$ cat src/rtl/keyed_cfg_pkg.sv
package keyed_cfg_pkg;
   typedef enum logic {
      CFG_LOCKED = 1'b0,
      CFG_OPEN   = 1'b1
   } cfg_lock_e;

   localparam int unsigned CFG_DW_DEF       = 8;
   localparam int unsigned CFG_NREG_DEF     = 16;
   localparam int unsigned CFG_WINDOW_DEF   = 'h44;
   localparam int unsigned CFG_KEY_FIRST    = 'h14;
   localparam int unsigned CFG_KEY_SECOND   = 'h09;
   localparam int unsigned CFG_RELOCK_IDX   = 'hFF;
   localparam int unsigned CFG_RST_IDX_DEF  = 'h0F;
   localparam int unsigned CFG_RST_VAL_DEF  = 'h08;
endpackage

$ cat src/rtl/keyed_cfg_index.sv
module keyed_cfg_index #(
   parameter int unsigned DW = 8
) (
   input  logic          clk,
   input  logic          rst_n,
   input  logic          idx_wr_i,
   input  logic [DW-1:0] wdata_i,
   output logic [DW-1:0] idx_o
);
   always_ff @(posedge clk or negedge rst_n) begin
      if (!rst_n)        idx_o <= '0;
      else if (idx_wr_i) idx_o <= wdata_i;
   end
endmodule

$ cat src/rtl/keyed_cfg_lock.sv
module keyed_cfg_lock
   import keyed_cfg_pkg::*;
#(
   parameter int unsigned DW         = 8,
   parameter int unsigned KEY_FIRST  = CFG_KEY_FIRST,
   parameter int unsigned KEY_SECOND = CFG_KEY_SECOND,
   parameter int unsigned RELOCK_IDX = CFG_RELOCK_IDX
) (
   input  logic          clk,
   input  logic          rst_n,
   input  logic          data_wr_i,
   input  logic [DW-1:0] wdata_i,
   input  logic [DW-1:0] idx_i,
   output logic          open_o,
   output logic [DW-1:0] prev_o
);
   localparam logic [DW-1:0] K1 = DW'(KEY_FIRST);
   localparam logic [DW-1:0] K2 = DW'(KEY_SECOND);
   localparam logic [DW-1:0] RL = DW'(RELOCK_IDX);

   cfg_lock_e state_q, state_d;
   logic [DW-1:0] prev_q, prev_d;

   always_comb begin
      state_d = state_q;
      prev_d  = prev_q;
      if (data_wr_i) begin
         if (state_q == CFG_LOCKED) begin
            prev_d = wdata_i;
            if (prev_q == K1 && wdata_i == K2) state_d = CFG_OPEN;
         end else if (idx_i == RL) begin
            state_d = CFG_LOCKED;
         end
      end
   end

   always_ff @(posedge clk or negedge rst_n) begin
      if (!rst_n) begin
         state_q <= CFG_LOCKED;
         prev_q  <= '0;
      end else begin
         state_q <= state_d;
         prev_q  <= prev_d;
      end
   end

   assign open_o = (state_q == CFG_OPEN);
   assign prev_o = prev_q;
endmodule

$ cat src/rtl/keyed_cfg_regfile.sv
module keyed_cfg_regfile #(
   parameter int unsigned DW      = 8,
   parameter int unsigned NREG    = 16,
   parameter int unsigned RST_IDX = 15,
   parameter int unsigned RST_VAL = 8,
   localparam int unsigned AW     = (NREG > 1) ? $clog2(NREG) : 1
) (
   input  logic               clk,
   input  logic               rst_n,
   input  logic               we_i,
   input  logic [AW-1:0]      waddr_i,
   input  logic [DW-1:0]      wdata_i,
   output logic [NREG*DW-1:0] regs_o
);
   for (genvar g = 0; g < NREG; g++) begin : g_reg
      localparam logic [DW-1:0] INIT = (g == RST_IDX) ? DW'(RST_VAL) : '0;
      logic [DW-1:0] q;
      always_ff @(posedge clk or negedge rst_n) begin
         if (!rst_n)                                 q <= INIT;
         else if (we_i && waddr_i == AW'(g))         q <= wdata_i;
      end
      assign regs_o[g*DW +: DW] = q;
   end
endmodule

$ cat src/rtl/keyed_cfg_port.sv
module keyed_cfg_port
   import keyed_cfg_pkg::*;
#(
   parameter int unsigned DW         = CFG_DW_DEF,
   parameter int unsigned NREG       = CFG_NREG_DEF,
   parameter int unsigned WINDOW     = CFG_WINDOW_DEF,
   parameter int unsigned KEY_FIRST  = CFG_KEY_FIRST,
   parameter int unsigned KEY_SECOND = CFG_KEY_SECOND,
   parameter int unsigned RELOCK_IDX = CFG_RELOCK_IDX,
   parameter int unsigned RST_IDX    = CFG_RST_IDX_DEF,
   parameter int unsigned RST_VAL    = CFG_RST_VAL_DEF
) (
   input  logic               clk,
   input  logic               rst_n,
   input  logic               addr0_i,
   input  logic               rd_en_i,
   input  logic               wr_en_i,
   input  logic [DW-1:0]      wdata_i,
   output logic [DW-1:0]      rdata_o,
   output logic [NREG*DW-1:0] regs_o
);
   localparam int unsigned AW = (NREG > 1) ? $clog2(NREG) : 1;
   localparam logic [DW:0] NREG_W   = (DW+1)'(NREG);
   localparam logic [DW:0] WINDOW_W = (DW+1)'(WINDOW);

   if (NREG > WINDOW) begin : g_bad_nreg
      $error("keyed_cfg_port: NREG must not exceed WINDOW");
   end
   if (WINDOW > (1 << DW)) begin : g_bad_window
      $error("keyed_cfg_port: WINDOW exceeds index range");
   end
   if (RST_IDX >= NREG) begin : g_bad_rst
      $error("keyed_cfg_port: RST_IDX outside storage");
   end
   if (RELOCK_IDX < NREG) begin : g_bad_relock
      $error("keyed_cfg_port: RELOCK_IDX must not address storage");
   end

   logic          idx_wr, data_wr, open_w, store_hit, window_hit;
   logic [DW-1:0] idx_q, prev_w;

   assign idx_wr  = wr_en_i & ~addr0_i;
   assign data_wr = wr_en_i &  addr0_i;

   keyed_cfg_index #(.DW(DW)) u_index (
      .clk     (clk),
      .rst_n   (rst_n),
      .idx_wr_i(idx_wr),
      .wdata_i (wdata_i),
      .idx_o   (idx_q)
   );

   keyed_cfg_lock #(
      .DW(DW), .KEY_FIRST(KEY_FIRST), .KEY_SECOND(KEY_SECOND),
      .RELOCK_IDX(RELOCK_IDX)
   ) u_lock (
      .clk      (clk),
      .rst_n    (rst_n),
      .data_wr_i(data_wr),
      .wdata_i  (wdata_i),
      .idx_i    (idx_q),
      .open_o   (open_w),
      .prev_o   (prev_w)
   );

   assign store_hit  = ({1'b0, idx_q} < NREG_W);
   assign window_hit = ({1'b0, idx_q} < WINDOW_W);

   keyed_cfg_regfile #(
      .DW(DW), .NREG(NREG), .RST_IDX(RST_IDX), .RST_VAL(RST_VAL)
   ) u_regs (
      .clk    (clk),
      .rst_n  (rst_n),
      .we_i   (data_wr & open_w & store_hit),
      .waddr_i(idx_q[AW-1:0]),
      .wdata_i(wdata_i),
      .regs_o (regs_o)
   );

   always_comb begin
      rdata_o = '1;
      if (rd_en_i && open_w) begin
         if (!addr0_i)        rdata_o = idx_q;
         else if (store_hit)  rdata_o = regs_o[idx_q[AW-1:0]*DW +: DW];
         else if (window_hit) rdata_o = '0;
      end
   end
endmodule

$ cat config.mk
export PLATFORM = sky130hd
export DESIGN_NAME = keyed_cfg_port
export DESIGN_NICKNAME = d
export VERILOG_FILES = /design/src/rtl/keyed_cfg_pkg.sv /design/src/rtl/keyed_cfg_index.sv /design/src/rtl/keyed_cfg_lock.sv /design/src/rtl/keyed_cfg_regfile.sv /design/src/rtl/keyed_cfg_port.sv
export SDC_FILE = /design/constraint.sdc
export NUM_CORES = 1
export LEC_CHECK = 0
export BUFFER_PORTS_ARGS = -buffer_cell sky130_fd_sc_hd__buf_4
export CORE_ASPECT_RATIO = 1.5
export CORE_UTILIZATION = 49
export CTS_BUF_LIST = sky130_fd_sc_hd__clkbuf_8 sky130_fd_sc_hd__clkbuf_16
export CTS_CLUSTER_DIAMETER = 100
export DETAILED_ROUTE_END_ITERATION = 8
export PLACE_DENSITY = 0.76
export SLEW_MARGIN = 20
export SYNTH_ARGS = -nofsm -noshare
export SYNTH_HDL_FRONTEND = slang
export SYNTH_HIERARCHICAL = 1
export SYNTH_SLANG_ARGS = --single-unit
$ cat constraint.sdc
create_clock -name clk -period 2.8 [get_ports clk]
set_clock_uncertainty 0.05 [all_clocks]
set_input_delay 0.14 -clock clk [delete_from_list [all_inputs] [get_ports clk]]
set_output_delay 0.14 -clock clk [all_outputs]
set_load 0.05 [all_outputs]
==> report_table.html, run 1 <==
<table>
<tr><th>Metric</th><th>Value</th></tr>
<tr><th colspan="2">Outcome</th></tr>
<tr><td>Outcome</td><td>complete, no violations</td></tr>
<tr><th colspan="2">Layout</th></tr>
<tr><td>ANT cells</td><td>0</td></tr>
<tr><td>Most common cell after layout, fill and taps aside</td><td>sky130_fd_sc_hd__buf_4</td></tr>
<tr><td>Most frequent cells in the layout</td><td>sky130_fd_sc_hd__buf_4, sky130_fd_sc_hd__dfrtp_1, sky130_fd_sc_hd__mux2_2, sky130_fd_sc_hd__mux4_2, sky130_fd_sc_hd__mux2_4</td></tr>
<tr><td>Fraction of layout instances using a drive strength above 1</td><td>0.653</td></tr>
<tr><td>Final net count</td><td>roughly 630</td></tr>
<tr><td>Area of all placed cells without fillers</td><td>around 0.009 mm2</td></tr>
<tr><td>Signed area change from the synthesized netlist to the final layout</td><td>29.0%</td></tr>
<tr><th colspan="2">Global routing</th></tr>
<tr><td>Total congestion overflow after global routing</td><td>0</td></tr>
<tr><td>All-layer global routing usage</td><td>0.264</td></tr>
<tr><td>Global-route wire length before repair</td><td>~29000 um</td></tr>
<tr><td>Number of global-route vias before repair</td><td>between 4000 and 5000</td></tr>
<tr><td>Maximum number of pins on one net before global-route repair</td><td>98</td></tr>
<tr><td>Initial antenna violation count</td><td>0</td></tr>
<tr><th colspan="2">Timing</th></tr>
<tr><td>Count of endpoints failing setup in the final report</td><td>0</td></tr>
<tr><td>Final Critical Period</td><td>~2.7 ns</td></tr>
<tr><td>Min setup slack post-route</td><td>roughly 0.11 ns</td></tr>
<tr><td>Achievable frequency</td><td>372 MHz</td></tr>
<tr><td>Final Hold Fails</td><td>0</td></tr>
<tr><td>Max_slew headroom</td><td>0.398</td></tr>
<tr><td>Setup repair after global routing missed its margin</td><td>false</td></tr>
<tr><td>Number of max-slew violations in the final report</td><td>0</td></tr>
<tr><td>Transition time of the tightest slew-check pin</td><td>around 0.90 ns</td></tr>
<tr><td>Final worst path period share</td><td>0.960</td></tr>
<tr><td>Total Negative Setup Slacks</td><td>0 ns</td></tr>
<tr><th colspan="2">Pwr</th></tr>
<tr><td>Pwr dens</td><td>around 550 mW/mm2</td></tr>
<tr><td>Overall power</td><td>about 0.0049 W</td></tr>
<tr><td>Max rail drop VDD</td><td>between 0.4 and 0.5 mV</td></tr>
<tr><td>P_leak</td><td>approximately 4.6 nW</td></tr>
<tr><th colspan="2">Synth</th></tr>
<tr><td>Ys async rst share</td><td>1.00</td></tr>
<tr><td>Dominant synthesized flop cell</td><td>sky130_fd_sc_hd__dfrtp_1</td></tr>
<tr><td>Mean instance size in the synthesized netlist</td><td>roughly 16 um2</td></tr>
<tr><td>Unique masters post-synth</td><td>between 40 and 50</td></tr>
<tr><td>YS warnings</td><td>6</td></tr>
<tr><td>Number of synthesized flops with an enable pin</td><td>0</td></tr>
<tr><td>Seq cells post-synth</td><td>about 150</td></tr>
<tr><td>Post-synthesis cell area</td><td>roughly 0.007 mm2</td></tr>
<tr><td>Synthesized instance count</td><td>between 400 and 500</td></tr>
<tr><td>Seq/Total Area, Yosys</td><td>0.521</td></tr>
<tr><td>Net count after synthesis</td><td>approximately 460</td></tr>
<tr><th colspan="2">Critical path</th></tr>
<tr><td>Worst setup path class</td><td>reg2out</td></tr>
<tr><td>Setup slack of the most critical reg-to-reg path</td><td>approximately 0.20 ns</td></tr>
<tr><td>Worst-path maximum fanout</td><td>10</td></tr>
<tr><td>Reg2reg start</td><td>u_index/idx_o[6]</td></tr>
<tr><td>CP Capture Type</td><td>output port</td></tr>
<tr><td>Required time of the critical path</td><td>around 2.6 ns</td></tr>
<tr><td>Critical path startpoint category</td><td>flop</td></tr>
<tr><td>Signal arrival time at the worst endpoint</td><td>roughly 2.5 ns</td></tr>
<tr><td>Endpoint of the lowest-slack register-to-register path</td><td>u_regs/g_reg[12].q[6]</td></tr>
<tr><td>Launching element of the worst setup path</td><td>u_index/idx_o[1]</td></tr>
<tr><td>Reg2Reg Depth</td><td>6</td></tr>
<tr><th colspan="2">Floorplanning</th></tr>
<tr><td>Horizontal die dimension</td><td>around 100 um</td></tr>
<tr><td>Standard-cell rows</td><td>53</td></tr>
<tr><td>Ports</td><td>149</td></tr>
<tr><td>Core region area</td><td>about 0.014 mm2</td></tr>
<tr><td>Area of the die</td><td>roughly 0.015 mm2</td></tr>
<tr><td>Height of the chip</td><td>between 100 and 150 um</td></tr>
<tr><td>Initial Util</td><td>0.500</td></tr>
<tr><th colspan="2">Route</th></tr>
<tr><td>Initial DRC count</td><td>between 150 and 200</td></tr>
<tr><td>Total detailed-routing wirelength</td><td>18800 um</td></tr>
<tr><td>Routed length per instance</td><td>roughly 24 um</td></tr>
<tr><td>Per-cell via count in the routed design</td><td>5.99</td></tr>
<tr><td>Antenna Nets Post-Route</td><td>0</td></tr>
<tr><td>Vias</td><td>4760</td></tr>
<tr><td>DRC</td><td>0</td></tr>
<tr><td>Initial DRT Pass Iterations</td><td>4</td></tr>
<tr><th colspan="2">Worst hold path</th></tr>
<tr><td>Cells on Worst Hold Path</td><td>2</td></tr>
<tr><td>Hold path start</td><td>wdata_i[6]</td></tr>
<tr><td>Worst Hold Path EP</td><td>u_regs/g_reg[8].q[6]</td></tr>
<tr><td>Hold/Removal Path Class</td><td>in2reg</td></tr>
<tr><th colspan="2">Place</th></tr>
<tr><td>Minimum setup slack after placement</td><td>0.125 ns</td></tr>
<tr><td>Placed wire-length estimate</td><td>between 10000 and 15000 um</td></tr>
<tr><td>Cell area reported after detailed placement</td><td>just over 0.008 mm2</td></tr>
<tr><td>Number of buffers added on ports</td><td>around 150</td></tr>
<tr><td>Routability Congestion</td><td>just over 0.8</td></tr>
<tr><th colspan="2">CTS</th></tr>
<tr><td>CTS Buffer Depth</td><td>2</td></tr>
<tr><td>Library cell used as clock root buffer</td><td>sky130_fd_sc_hd__clkbuf_16</td></tr>
<tr><td>Number of buffers created by CTS</td><td>17</td></tr>
<tr><td>H-tree depth</td><td>4</td></tr>
<tr><td>Clk slew on worst S/H paths</td><td>0.06 ns</td></tr>
<tr><td># clock sinks</td><td>between 100 and 150</td></tr>
<tr><td>Insertion delay of the later-clocked pin in the worst-skew pair</td><td>approximately 0.41 ns</td></tr>
<tr><td>TritonCTS clock tree</td><td>yes</td></tr>
<tr><th colspan="2">Job</th></tr>
<tr><td>Max-cap check violation count</td><td>0</td></tr>
</table>
[registers in the layout, indices dropped and copies added (netlist names)]
register and cells:
u_regs/g.q 128, u_index/idx_o 8, u_lock/prev_o 8, u_lock/open_o 1
[worst max-delay path by stage]
stage | endpoint
floorplan | u_regs/g_reg[3].q[3]
global placement | u_regs/g_reg[12].q[5]
detailed placement | u_regs/g_reg[12].q[6]
CTS | rdata_o[4]
global route | rdata_o[3]
finish | rdata_o[7]
[kinds of logic after synthesis]
family,Yosys count,share of synthesized area
simple gates,61,0.0640
mux,185,0.363
flops,145,0.521
compound gates,27,0.0255
buf+inv,30,0.0259
[area by class of cell]
cell class	count	area [um2]
clock inverter	14	151
clock buffer	18	439
timing repair buffer	178	1370
fill	1023	4940
sequential	145	3640
multi-input combinational	273	3180
inverter	1	3.75
tap	165	206
[metal layers]
metal / global-route usage / share of wire
met5: 0 / 0
met4: 0.113 / 0.028
met3: 0.0435 / 0.048
met2: 0.454 / 0.53
met1: 0.330 / 0.39
[Yosys cell counts, types with 2 or more instances]
library cell,instances,area [um2]
sky130_fd_sc_hd__dfrtp_1,144,3600
sky130_fd_sc_hd__mux2_2,116,1310
sky130_fd_sc_hd__mux4_2,30,676
sky130_fd_sc_hd__mux2_4,24,360
sky130_fd_sc_hd__clkbuf_1,12,45.0
sky130_fd_sc_hd__buf_2,9,45.0
sky130_fd_sc_hd__nor2_2,9,56.3
sky130_fd_sc_hd__a31oi_1,8,50.1
sky130_fd_sc_hd__mux2i_1,8,80.1
sky130_fd_sc_hd__buf_6,7,78.8
sky130_fd_sc_hd__nand2_1,7,26.3
sky130_fd_sc_hd__a21oi_1,6,30.0
sky130_fd_sc_hd__and3_1,6,37.5
sky130_fd_sc_hd__o211ai_1,6,45.0
sky130_fd_sc_hd__or2_2,6,37.5
sky130_fd_sc_hd__mux2_1,5,56.3
sky130_fd_sc_hd__nor2b_1,4,25.0
sky130_fd_sc_hd__nand3b_1,3,22.5
sky130_fd_sc_hd__nor3_1,3,15.0
sky130_fd_sc_hd__nor4b_2,3,45.0
sky130_fd_sc_hd__or3_1,3,18.8
sky130_fd_sc_hd__mux4_1,2,52.6
sky130_fd_sc_hd__nand2b_1,2,12.5
sky130_fd_sc_hd__nand3_1,2,10.0
sky130_fd_sc_hd__nand3b_2,2,22.5
sky130_fd_sc_hd__nand3b_4,2,40.0
sky130_fd_sc_hd__nand4_1,2,12.5
sky130_fd_sc_hd__nor2_1,2,7.51
sky130_fd_sc_hd__o21ai_0,2,10.0
sky130_fd_sc_hd__o31ai_1,2,15.0
[power by group]
part	switching (W)	internal, W
combinational	0.000251	0.000208
sequential	0.0000560	0.00213
clock	0.000904	0.00135
[per-stage QoR]
stage / utilization / instances / hold WS, ns
floorplan: - / 448 / -0.206
global route: 0.645 / 794 / 0.0827
detailed placement: 0.596 / 755 / 0.239
finish: 0.645 / 794 / 0.0740
global placement: 0.596 / 755 / 0.223
CTS: 0.640 / 788 / 0.0557
[worst max-delay path, cell delays in order (launching register included)]
cell and delay, ns:
sky130_fd_sc_hd__dfrtp_4 0.58, sky130_fd_sc_hd__buf_4 0.23, sky130_fd_sc_hd__mux4_2 0.36, sky130_fd_sc_hd__mux2i_1 0.08
sky130_fd_sc_hd__mux2_2 0.27, sky130_fd_sc_hd__o21ai_0 0.30, sky130_fd_sc_hd__buf_4 0.27
[timing repair]
action,in CTS,in global routing
buffers inserted,0,6
hold buffers,1,0
setup endpoints to repair,4,8
endpoints found under the hold margin,94,0
gates resized for setup,5,2
gates cloned,0,0
No activity file was read; power rests on OpenSTA's default activity.
==> run 2: changes to the inputs <==
==> constraint.sdc (replaced) <==
create_clock -name clk -period 2.3 [get_ports clk]
set_clock_uncertainty 0.05 [all_clocks]
set_input_delay 0.115 -clock clk [delete_from_list [all_inputs] [get_ports clk]]
set_output_delay 0.115 -clock clk [all_outputs]
set_load 0.05 [all_outputs]
==> run 2 against run 1 <==
Against the previous run:
- the run now ends with negative setup slack left
- via count up 8.8%
- sequential power grew 21%
- utilization grew 7.5 points
==> report_table.html, run 2 (synthesis gave the netlist of run 1 again) <==
<table>
<tr><th>Metric</th><th>Value</th></tr>
<tr><th colspan="2">Worst hold path</th></tr>
<tr><td>Hold path start</td><td>wdata_i[7]</td></tr>
<tr><td>Worst Hold Path EP</td><td>u_regs/g_reg[12].q[7]</td></tr>
<tr><td>Hold/Removal Path Class</td><td>in2reg</td></tr>
<tr><td>Cells on Worst Hold Path</td><td>2 (unchanged)</td></tr>
<tr><th colspan="2">Pwr</th></tr>
<tr><td>Proportion of power drawn by flip-flops and latches</td><td>0.423 (-0.024)</td></tr>
<tr><td>Combinational group share of total power</td><td>0.127 (+0.033)</td></tr>
<tr><td>P_leak</td><td>4.96 nW (+8.5%)</td></tr>
<tr><td>Power Internal</td><td>0.00470 W (+28%)</td></tr>
<tr><td>Max rail drop VDD</td><td>0.515 mV (+26%)</td></tr>
<tr><td>Switching Share</td><td>0.248 (+0.000635)</td></tr>
<tr><td>Switching power</td><td>0.00155 W (+28%)</td></tr>
<tr><td>Clock network fraction of total power</td><td>0.450 (-0.009)</td></tr>
<tr><td>Pwr dens</td><td>623 mW/mm2 (+14%)</td></tr>
<tr><th colspan="2">Critical path</th></tr>
<tr><td>Signal arrival time at the worst endpoint</td><td>2.40 ns (-0.10 ns)</td></tr>
<tr><td>Required time of the critical path</td><td>2.13 ns (-0.48 ns)</td></tr>
<tr><td>CP Capture Type</td><td>output port</td></tr>
<tr><td>Reg2Reg Depth</td><td>9 (+3)</td></tr>
<tr><td>Worst setup path class</td><td>reg2out</td></tr>
<tr><td>Max incr delay on CP</td><td>0.48 ns (-0.10 ns)</td></tr>
<tr><td>Worst-path maximum fanout</td><td>6 (-4)</td></tr>
<tr><td>Sequence of cells on the critical path</td><td>buf_4, o41a_1, or3b_4, a21oi_4, o211ai_1, buf_4</td></tr>
<tr><td>Setup slack of the most critical reg-to-reg path</td><td>-0.24 ns (-0.44 ns)</td></tr>
<tr><td>Cell with the biggest individual delay on the critical path</td><td>sky130_fd_sc_hd__or3b_4</td></tr>
<tr><td>Reg2reg start</td><td>u_index/idx_o[4]</td></tr>
<tr><td>Number of buffer and inverter stages on the critical path</td><td>2 (unchanged)</td></tr>
<tr><td>Endpoint of the lowest-slack register-to-register path</td><td>u_regs/g_reg[12].q[1]</td></tr>
<tr><td>Critical path startpoint category</td><td>flop</td></tr>
<tr><td>Critical Path Most Common Cell</td><td>sky130_fd_sc_hd__buf_4</td></tr>
<tr><td>Cell family with most CP delay</td><td>compound AO/OA/AOI/OAI gates</td></tr>
<tr><th colspan="2">CTS</th></tr>
<tr><td>H-tree depth</td><td>4 (unchanged)</td></tr>
<tr><td>Insertion delay of the later-clocked pin in the worst-skew pair</td><td>0.42 ns (about the same)</td></tr>
<tr><td>CTS Buffer Depth</td><td>2 (unchanged)</td></tr>
<tr><td>Library cell used as clock root buffer</td><td>sky130_fd_sc_hd__clkbuf_16</td></tr>
<tr><td>Clk slew on worst S/H paths</td><td>0.06 ns (about the same)</td></tr>
<tr><td># clock sinks</td><td>145 (unchanged)</td></tr>
<tr><td>TritonCTS clock tree</td><td>yes</td></tr>
<tr><td>Number of buffers created by CTS</td><td>17 (unchanged)</td></tr>
<tr><th colspan="2">Layout</th></tr>
<tr><td>Area of all placed cells without fillers</td><td>0.0100 mm2 (+12%)</td></tr>
<tr><td>Largest register by flop count</td><td>u_regs/g.q</td></tr>
<tr><td>Most common cell after layout, fill and taps aside</td><td>sky130_fd_sc_hd__buf_4</td></tr>
<tr><td>Most frequent cells in the layout</td><td>sky130_fd_sc_hd__buf_4, sky130_fd_sc_hd__dfrtp_1, sky130_fd_sc_hd__mux2_4, sky130_fd_sc_hd__mux2_2, sky130_fd_sc_hd__mux4_2</td></tr>
<tr><td>Final standard cell utilization of the core</td><td>0.720 (+0.0751)</td></tr>
<tr><td>Signed area change from the synthesized netlist to the final layout</td><td>44.0%</td></tr>
<tr><td>ANT cells</td><td>0 (unchanged)</td></tr>
<tr><td>Flip-flop count of the largest register, all copies and words added</td><td>128 (unchanged)</td></tr>
<tr><td>Final net count</td><td>661 (+5.1%)</td></tr>
<tr><td>Fraction of layout instances using a drive strength above 1</td><td>0.708 (+0.0546)</td></tr>
<tr><th colspan="2">Outcome</th></tr>
<tr><td>Violations in the final reports</td><td>negative setup slack</td></tr>
<tr><td>Outcome</td><td>complete, but fails checks</td></tr>
<tr><th colspan="2">Floorplanning</th></tr>
<tr><td>Horizontal die dimension</td><td>99.3 um (unchanged)</td></tr>
<tr><td>Standard-cell rows</td><td>53 (unchanged)</td></tr>
<tr><td>Ports</td><td>149 (unchanged)</td></tr>
<tr><td>Area of the die</td><td>0.0147 mm2 (unchanged)</td></tr>
<tr><td>Initial Util</td><td>0.500 (unchanged)</td></tr>
<tr><td>Height of the chip</td><td>148 um (unchanged)</td></tr>
<tr><td>Core region area</td><td>0.0139 mm2 (unchanged)</td></tr>
<tr><th colspan="2">Route</th></tr>
<tr><td>Total detailed-routing wirelength</td><td>22600 um (+20%)</td></tr>
<tr><td>Initial DRT Pass Iterations</td><td>6 (+2)</td></tr>
<tr><td>DRC</td><td>0 (unchanged)</td></tr>
<tr><td>Initial DRC count</td><td>329 (+69%)</td></tr>
<tr><td>Per-cell via count in the routed design</td><td>6.27 (+4.5%)</td></tr>
<tr><td>Routed length per instance</td><td>27.3 um (+16%)</td></tr>
<tr><td>Vias</td><td>5177 (+8.8%)</td></tr>
<tr><td>Antenna Nets Post-Route</td><td>0 (unchanged)</td></tr>
<tr><th colspan="2">Timing</th></tr>
<tr><td>Number of max-slew violations in the final report</td><td>0 (unchanged)</td></tr>
<tr><td>Worst hold slack after final layout</td><td>0.0690 ns (-0.00504 ns)</td></tr>
<tr><td>Min setup slack post-route</td><td>-0.269 ns (-0.382 ns)</td></tr>
<tr><td>Achievable frequency</td><td>between 300 and 400 MHz</td></tr>
<tr><td>Final Hold Fails</td><td>0 (unchanged)</td></tr>
<tr><td>Final Critical Period</td><td>roughly 2.6 ns</td></tr>
<tr><td>Setup repair after global routing missed its margin</td><td>true</td></tr>
<tr><td>Total Negative Setup Slacks</td><td>-22.38 ns (-22.38 ns)</td></tr>
<tr><td>Transition time of the tightest slew-check pin</td><td>0.597 ns (-0.305 ns)</td></tr>
<tr><td>Final worst path period share</td><td>1.12</td></tr>
<tr><td>Max_slew headroom</td><td>0.602 (+0.203)</td></tr>
<tr><td>Count of endpoints failing setup in the final report</td><td>136 (+136)</td></tr>
<tr><th colspan="2">Global routing</th></tr>
<tr><td>Global-route wire length before repair</td><td>32300 um (+12%)</td></tr>
<tr><td>Maximum number of pins on one net before global-route repair</td><td>61 (-38%)</td></tr>
<tr><td>Total congestion overflow after global routing</td><td>0 (unchanged)</td></tr>
<tr><td>All-layer global routing usage</td><td>0.298 (+0.0339)</td></tr>
<tr><td>Initial antenna violation count</td><td>0 (unchanged)</td></tr>
<tr><td>Number of global-route vias before repair</td><td>5537 (+12%)</td></tr>
<tr><th colspan="2">Place</th></tr>
<tr><td>Routability Congestion</td><td>0.872 (+5.0%)</td></tr>
<tr><td>Minimum setup slack after placement</td><td>-0.0123 ns (-0.138 ns)</td></tr>
<tr><td>Cell area reported after detailed placement</td><td>0.00860 mm2 (+3.6%)</td></tr>
<tr><td>Number of buffers added on ports</td><td>148 (unchanged)</td></tr>
<tr><td>Placed wire-length estimate</td><td>13800 um (+3.2%)</td></tr>
<tr><th colspan="2">Job</th></tr>
<tr><td>Max-cap check violation count</td><td>0 (unchanged)</td></tr>
</table>
## run 2: worst max-delay path by stage
stage	from	endpoint	cells after the start
4_1_cts	u_index/idx_o[5]	rdata_o[2]	6
5_1_grt	u_index/idx_o[4]	rdata_o[0]	6
3_3_place_gp	u_index/idx_o[5]	u_regs/g_reg[4].q[4]	7
3_5_place_dp	u_index/idx_o[5]	u_regs/g_reg[4].q[3]	7
6_report	u_index/idx_o[4]	rdata_o[0]	6
2_1_floorplan	u_index/idx_o[5]	u_regs/g_reg[12].q[0]	8
## run 2: layout make-up
type,count,area (um2)
clock buffer,18,439
clock inverter,14,165
fill,838,3890
inverter,1,6.26
multi-input combinational,273,3680
sequential,145,3630
tap,165,206
timing repair buffer,210,1900
## run 2: routing by layer
layer | part of all wire | track usage | vias up | routed length, um
li1 | - | - | 2082 | -
met1 | 0.38 | 0.348 | 2747 | 8470
met2 | 0.53 | 0.510 | 277 | 11900
met3 | 0.052 | 0.0629 | 71 | 1190
met4 | 0.047 | 0.165 | 0 | 1070
met5 | 0 | 0 | - | 0
## run 2: stage by stage
step                      instances  total power (W)
after global routing            826          0.00642
after global placement          769          0.00327
final                           826          0.00625
after detailed placement        769          0.00328
after floorplan                 448          0.00304
after CTS                       819          0.00621
## run 2: power by group through the flow
stage | clock (W) | sequential, W | combinational [W]
global placement | 0 | 0.00269 | 0.000579
global route | 0.00295 | 0.00265 | 0.000828
detailed placement | 0 | 0.00269 | 0.000592
finish | 0.00281 | 0.00265 | 0.000794
CTS | 0.00283 | 0.00264 | 0.000737
floorplan | 0 | 0.00269 | 0.000351
## run 2: repair_timing
action | CTS | global route
endpoints found under the hold margin | 58 | 0
gates cloned | 2 | 0
pin swaps | 11 | 11
setup buffers | 15 | 7
hold buffers | 1 | 0
setup endpoints to repair | 22 | 135
resized for setup | 35 | 98
